--- config.mk ---
export PLATFORM = sky130hd
export DESIGN_NAME = sprite_dma
export DESIGN_NICKNAME = d
export VERILOG_FILES = /design/src/rtl/sprite_dma.sv
export SDC_FILE = /design/constraint.sdc
export NUM_CORES = 1
export LEC_CHECK = 0
export BUFFER_PORTS_ARGS = -buffer_cell sky130_fd_sc_hd__buf_2
export CORE_UTILIZATION = 40
export CTS_CLUSTER_DIAMETER = 50
export CTS_CLUSTER_SIZE = 8
export DETAILED_ROUTE_END_ITERATION = 8
export GPL_ROUTABILITY_DRIVEN = 0
export PLACE_DENSITY = 0.75
export SETUP_SLACK_MARGIN = 0.05
export SLEW_MARGIN = 40
export SYNTH_ARGS = -nofsm -noshare
export SYNTH_HDL_FRONTEND = slang
export SYNTH_SLANG_ARGS = --single-unit
--- constraint.sdc ---
create_clock -name clk -period 1.72 [get_ports clk]
set_input_delay 0.172 -clock clk [delete_from_list [all_inputs] [get_ports clk]]
set_output_delay 0.172 -clock clk [all_outputs]
set_load 0.03 [all_outputs]
--- src/rtl/sprite_dma.sv ---
module sprite_dma #(
  parameter int PAGE_W = 8,
  parameter int DATA_W = 8,
  parameter int DST_W = 16,
  parameter int NBYTES = 160,
  parameter logic [DST_W-1:0] DST_BASE = 16'hFE00
) (
  input  logic              clk,
  input  logic              rst_n,
  input  logic              start_i,
  input  logic [PAGE_W-1:0] page_i,
  output logic [PAGE_W+7:0] rd_addr_o,
  output logic              rd_req_o,
  input  logic              rd_valid_i,
  input  logic [DATA_W-1:0] rd_data_i,
  output logic              wr_en_o,
  output logic [DST_W-1:0]  wr_addr_o,
  output logic [DATA_W-1:0] wr_data_o,
  output logic              busy_o
);
  localparam int ADDR_W = PAGE_W + 8;
  localparam int CNT_W = $clog2(NBYTES);
  localparam logic [CNT_W-1:0] LAST = CNT_W'(NBYTES - 1);

  typedef enum logic [1:0] {IDLE, REQ, WR} state_t;
  state_t state;
  logic [PAGE_W-1:0] page_q;
  logic [CNT_W-1:0] idx;
  logic [DATA_W-1:0] data_q;

  assign busy_o = state != IDLE;
  assign rd_req_o = state == REQ;
  assign wr_en_o = state == WR;
  assign rd_addr_o = {page_q, 8'h00} + ADDR_W'(idx);
  assign wr_addr_o = DST_BASE + DST_W'(idx);
  assign wr_data_o = data_q;

  always_ff @(posedge clk) begin
    if (!rst_n) begin
      state <= IDLE;
      page_q <= '0;
      idx <= '0;
      data_q <= '0;
    end else begin
      unique case (state)
        IDLE: if (start_i) begin
          page_q <= page_i;
          idx <= '0;
          state <= REQ;
        end
        REQ: if (rd_valid_i) begin
          data_q <= rd_data_i;
          state <= WR;
        end
        WR: begin
          if (idx == LAST) state <= IDLE;
          else begin
            idx <= idx + 1'b1;
            state <= REQ;
          end
        end
        default: state <= IDLE;
      endcase
    end
  end


  busy_rise_chk: assert property (@(posedge clk) disable iff (!rst_n)
    $rose(busy_o) |-> $past(start_i));

  req_hold_chk: assert property (@(posedge clk) disable iff (!rst_n)
    rd_req_o && !rd_valid_i |=> rd_req_o && $stable(rd_addr_o));

  wr_range_chk: assert property (@(posedge clk) disable iff (!rst_n)
    wr_en_o |-> busy_o && wr_addr_o >= DST_BASE && wr_addr_o <= DST_BASE + DST_W'(NBYTES - 1));

  wr_after_valid_chk: assert property (@(posedge clk) disable iff (!rst_n)
    wr_en_o |-> $past(rd_req_o && rd_valid_i));

  wr_single_chk: assert property (@(posedge clk) disable iff (!rst_n)
    wr_en_o |=> !wr_en_o);

  idle_valid_chk: assert property (@(posedge clk) disable iff (!rst_n)
    !busy_o && !start_i |=> !busy_o && !wr_en_o);
endmodule

==> reports/metrics.cfg, run 1 <==
[clock_network]
cts_tree=done
cts_buffer_depth=2
cts_root_buf=clkbuf_4
cts_sinks=26
postCtsHoldBufs=0
cts_max_level=1
clk_latency_ns=0.31
cts_buffers=3
clk_pin_slew_ns=0.13

[synthesis]
yosys_warnings=0
yosys.area.top_type_share_pct=42.41
yosys-top-cells-count=30 x nand2_1, 26 x dfxtp_1, 19 x a21oi_1, 16 x buf_4, 11 x nand3_1
synth_area_sq_um=1227
synth_edf_count=0
yosys-top-cells-area=dfxtp_1 42%, buf_4 9.8%, nand2_1 9.2%, a21oi_1 7.7%, nand3_1 4.5%
async_reset_ff_share_pct=0
syn_area_per_cell_sq_um=8.293
yosys.area.top_type=dfxtp_1
ys_seq_area_share_pct=42.41
yosys_most_used_dff=dfxtp_1
synthCells=148
synth-seq-cells=26
yosysUniqueCellTypes=37
yosysMostFrequentCell=nand2_1

[worst_setup_path]
cp.required_ns=1.94
rr_worst_depth=6
start_kind=flip-flop
slowest_stage=dfxtp_4
path_max_fanout=5
critical_path_class=reg2reg
r2r_end=idx[5]$_SDFFE_PN0P_
worstPathArrival_ns=1.80
critPathBufInv=1
path_cells=ha_1 > and3_4 > a311oi_4 > buf_4 > a21boi_1 > o21a_1
reg2reg_slack_ns=0.15
end_kind=flip-flop
crit_path_max_incr_delay_ns=0.38
r2r-start=idx[0]$_SDFFE_PN0P_
path_delay_family=compound AO/OA/AOI/OAI gates

[flow_run]
drv_cap=0

[placed_design]
dp_hpwl_um=1875
pre_cts_ws_ns=0.05250
numPortBuffers=54

[routing]
num_vias=1105
routed_wl_um=2527
drtIter0Drc=15
viasPerCell=4.868
drt_pass1_iterations=6
drtAntennaViolNets=0
drc=5
drt-wirelength-per-cell_um=11.13

[global_route]
grt.total_usage_pct=15.34
grt_start_max_net_pins=24
grt_pass1_vias=913
grt_pass1_wl_um=3967
grt_antenna_before_repair=0
overflow=0

[timing]
clock_skew_ns=0.003190
finalCritPeriodShare_pct=91.43
rsz0062_at_grt=no
slew_violations=0
layout_setup_ws_ns=0.1474
finalSetupTns_ns=0
period_needed_ns=1.573
setup_violations=0
finalHoldViolCount=0
fmax_mhz=635.9

[final_layout]
register_area_sq_um=528.0
diodes=0
multi_input_area_sq_um=580.6
num-nets-final=219
drive_above_1_share_pct=39.80
nFillCells=280
area_growth_pct=23.14

[status]
status=finished with violations
violations=design-rule violations

[floorplanning]
dieHeight_um=57.40
dieArea_sq_um=3294
initial_core_util_pct=43.39
die_x_um=57.40
io_pins=63
coreArea_sq_um=2829
num_rows=19

[hold_path]
min_to=page_q[3]$_SDFFE_PN0P_
min_path_type=in2reg
min_from=page_i[3]
holdPathStages=3

[power]
vdd_drop_max_uv=277.5
p_per_area_nw_per_um2=731.6
p_leak_nw=0.7405

## area by class of cell
cell class              count  share of cell area, %
clock buffers               3                  1.490
well taps                  31                  2.566
multi-input cells         102                  38.41
inverters                   4                 0.9934
repair buffers             61                  21.61
flip-flops and latches     26                  34.93
## stage by stage
| stage | utilization, % | hold slack, ns | instance area, sq um | std cells | total power, W |
|---|---|---|---|---|---|
| final | 53.43 | 0.07571 | 1511 | 227 | 0.001106 |
| after CTS | 52.63 | 0.07226 | 1489 | 227 | 0.001117 |
| after floorplan | - | 0.2898 | 1252 | 154 | 0.0008118 |
| after detailed placement | 51.22 | 0.4209 | 1449 | 222 | 0.0008662 |
| after global routing | 53.43 | 0.06890 | 1511 | 227 | 0.001163 |
| after global placement | 51.22 | 0.4183 | 1449 | 222 | 0.0008640 |
## placed cells by master, fill, tap and decap left out, drive strengths merged
cell type / instances
a21boi: 1
a21o: 1
a21oi: 19
a311oi: 2
and2: 1
and3: 1
buf: 61
clkbuf: 3
clkinv: 1
conb: 8
dfxtp: 26
ha: 1
inv: 3
mux2: 2
mux2i: 1
nand2: 30
nand2b: 2
nand3: 11
nand4: 1
nand4b: 1
nor2: 8
nor2b: 1
nor3: 2
nor4: 1
nor4bb: 1
o211a: 2
o21a: 1
o21ai: 1
o221ai: 1
or2: 1
or3b: 1
## state kept, by name, indices dropped and copies added, names as in the netlist
register   count
idx            8
state          2
wr_data_o      8
page_q         8
## worst max-delay path by stage
stage	cells past startpoint	end	from	slack, ns
after detailed placement	5	idx[5]$_SDFFE_PN0P_	idx[0]$_SDFFE_PN0P_	0.05
final	6	idx[5]$_SDFFE_PN0P_	idx[0]$_SDFFE_PN0P_	0.15
after global placement	5	idx[5]$_SDFFE_PN0P_	idx[0]$_SDFFE_PN0P_	0.09
after global routing	4	wr_en_o	state[0]$_SDFFE_PN0P_	0.07
after floorplan	6	idx[5]$_SDFFE_PN0P_	idx[0]$_SDFFE_PN0P_	0.08
after CTS	6	idx[1]$_SDFFE_PN0P_	idx[0]$_SDFFE_PN0P_	0.08
## worst min-delay path, stage by stage
cell     delay (ns)
buf_2          0.09
nand2_1        0.04
a21oi_1        0.05
## report_power, final
group | internal, W | switching (W) | total [W] | leakage [nW]
clock network | 0.0000820 | 0.000165 | 0.000247 | 0.0138
registers | 0.000624 | 0.0000130 | 0.000637 | 0.214
logic | 0.0000737 | 0.000148 | 0.000222 | 0.513
total | 0.000780 | 0.000326 | 0.00111 | 0.741
## layer usage
metal  wire (um)  global-route usage (%)  up-vias
met5           0                       0        -
met4          40                   6.272        0
met3         167                   3.401        5
met2        1155                   26.25       38
met1        1163                   18.51      492
li1            -                       -      570
## logic make-up (layout without fill, tap and decap cells)
family          after synthesis  after routing  share of synthesized area (%)
fa+ha+maj                     1              1                          1.019
simple gates                 62             62                          24.37
flops                        26             26                          42.41
other cells                   2              8                         0.6118
buf+inv                      26             68                          13.46
mux                           3              3                          2.956
compound gates               28             28                          15.19
## repair_timing
action                                  CTS  global route
pin swaps                                 1             1
resized for setup                         1             7
endpoints found under the setup margin    4             7
setup buffers                             2             0
Power figures use the tool's default switching activity.
==> run 2, diff against run 1 <==
==> constraint.sdc (replaced) <==
create_clock -name clk -period 1.72 [get_ports clk]
set_input_delay 0.344 -clock clk [delete_from_list [all_inputs] [get_ports clk]]
set_output_delay 0.344 -clock clk [all_outputs]
set_load 0.03 [all_outputs]
==> reports/metrics.cfg, run 2 (synthesis gave the netlist of run 1 again) <==
[global_route]
grt_antenna_before_repair=0  ; unchanged
grt.total_usage_pct=15.52  ; +0.18 points
grt_pass1_vias=920  ; +0.77%
overflow=0  ; unchanged
grt_pass1_wl_um=4077  ; +2.8%
grt_start_max_net_pins=15  ; -38%

[worst_setup_path]
path_max_fanout=8  ; +3
reg2reg_slack_ns=0.15  ; about the same
start_kind=flip-flop
end_kind=flip-flop
rr_worst_depth=6  ; unchanged
r2r-start=idx[0]$_SDFFE_PN0P_
worstPathArrival_ns=1.79  ; about the same
cp.required_ns=1.94  ; about the same
r2r_end=idx[5]$_SDFFE_PN0P_
critical_path_class=reg2reg

[final_layout]
num-nets-final=221  ; +0.91%
nFillCells=284  ; +1.4%
layout_commonest_cell=buf_2
stdcell_area_sq_um=1541  ; +2.0%
finalNonFillerCells=230  ; +1.3%
final_util_pct=54.49  ; +1.1 points
diodes=0  ; unchanged
area_growth_pct=25.59
drive_above_1_share_pct=41.71  ; +1.9 points
layout_common_cells=54 x buf_2, 30 x nand2_1, 22 x dfxtp_1, 19 x a21oi_1, 11 x nand3_1

[hold_path]
min_from=page_i[5]
min_to=page_q[5]$_SDFFE_PN0P_
min_path_type=in2reg
holdPathStages=3  ; unchanged

[floorplanning]
io_pins=63  ; unchanged
dieArea_sq_um=3294  ; unchanged
initial_core_util_pct=43.39  ; unchanged
dieHeight_um=57.40  ; unchanged
num_rows=19  ; unchanged
coreArea_sq_um=2829  ; unchanged
die_x_um=57.40  ; unchanged

[timing]
slew_violations=0  ; unchanged
clock_skew_ns=0.004138  ; +0.0009480 ns
finalCritPeriodShare_pct=91.43  ; about the same
finalHoldViolCount=0  ; unchanged
period_needed_ns=1.573  ; -0.00002200 ns
finalSetupTns_ns=0  ; unchanged
setup_violations=0  ; unchanged
rsz0062_at_grt=no
fmax_mhz=635.9  ; about the same

[routing]
viasPerCell=4.926  ; +1.2%
drt_pass1_iterations=6  ; unchanged
drc=5  ; unchanged
drt-wirelength-per-cell_um=11.06  ; -0.64%
num_vias=1133  ; +2.5%
drtAntennaViolNets=0  ; unchanged
drtIter0Drc=55  ; +40
routed_wl_um=2544  ; +0.67%

[clock_network]
postCtsSetupRepairBufs=0  ; -2
clk_pin_slew_ns=0.13  ; about the same
cts_buffers=3  ; unchanged
cts_sinks=26  ; unchanged
clk_latency_ns=0.31  ; about the same
cts_root_buf=clkbuf_4
cts_max_level=1  ; unchanged
cts_tree=done
cts_buffer_depth=2  ; unchanged

[placed_design]
dp_cells=226  ; +1.8%
dp_hpwl_um=1906  ; +1.6%
numPortBuffers=54  ; unchanged
place_area_sq_um=1491  ; +2.9%

[status]
violations=design-rule violations
status=finished with violations

[power]
p_per_area_nw_per_um2=752.2  ; +2.8%
vdd_drop_max_uv=228.7  ; -18%
p_leak_nw=0.7693  ; +3.9%

[flow_run]
drv_cap=0  ; unchanged

[run 2: worst max-delay path: stages, from the launching register on]
cell and delay [ns]:
dfxtp_2 0.36, ha_1 0.21, and3_2 0.26, a311oi_4 0.22, buf_6 0.17, a21boi_1 0.06, o21a_1 0.19
[run 2: cell type report]
class	instances	area (sq um)	area share (%)
Sequential cell	26	525.5	34.09
Inverter	4	16.27	1.055
Timing Repair Buffer	63	354.1	22.97
Clock buffer	4	36.28	2.354
Tap cell	31	38.79	2.516
Multi-Input combinational cell	102	570.5	37.01
[run 2: power breakdown]
group / switching (W) / leakage (nW) / total (W) / internal [W]
logic: 0.000149 / 0.535 / 0.000225 / 0.0000761
clock network: 0.000167 / 0.0210 / 0.000296 / 0.000129
registers: 0.0000135 / 0.213 / 0.000639 / 0.000625
total: 0.000329 / 0.769 / 0.00116 / 0.000831
[run 2: worst max path at each step]
| stage | startpoint | to | slack [ns] | depth (start not counted) |
|---|---|---|---|---|
| after global placement | idx[0]$_SDFFE_PN0P_ | idx[1]$_SDFFE_PN0P_ | 0.17 | 6 |
| after detailed placement | idx[0]$_SDFFE_PN0P_ | idx[1]$_SDFFE_PN0P_ | 0.14 | 6 |
| final | idx[0]$_SDFFE_PN0P_ | idx[5]$_SDFFE_PN0P_ | 0.15 | 6 |
| after global routing | idx[0]$_SDFFE_PN0P_ | idx[5]$_SDFFE_PN0P_ | 0.05 | 6 |
| after CTS | state[0]$_SDFFE_PN0P_ | wr_en_o | 0.01 | 3 |
| after floorplan | idx[0]$_SDFFE_PN0P_ | idx[5]$_SDFFE_PN0P_ | 0.08 | 6 |
[run 2: repair_timing]
item / in CTS / in global routing
setup endpoints to repair: 2 / 4
hold buffers: 0 / 0
pin swaps: 0 / 0
resized for setup: 2 / 5
[run 2: stage by stage]
stage               hold slack [ns]  power [W]  setup WS, ns
finish                       0.2542   0.001160        0.1474
floorplan                    0.4618  0.0008118       0.07905
detailed placement           0.4430  0.0008746        0.1435
global placement             0.4396  0.0008725        0.1700
CTS                          0.2403   0.001177       0.01211
global route                 0.2297   0.001220       0.05336
[run 2: metal layers]
metal / GRT usage (%) / wire length [um]
met1: 20.03 / 1229
met2: 25.91 / 1152
met3: 2.948 / 148
met4: 5.226 / 13
met5: 0 / 0
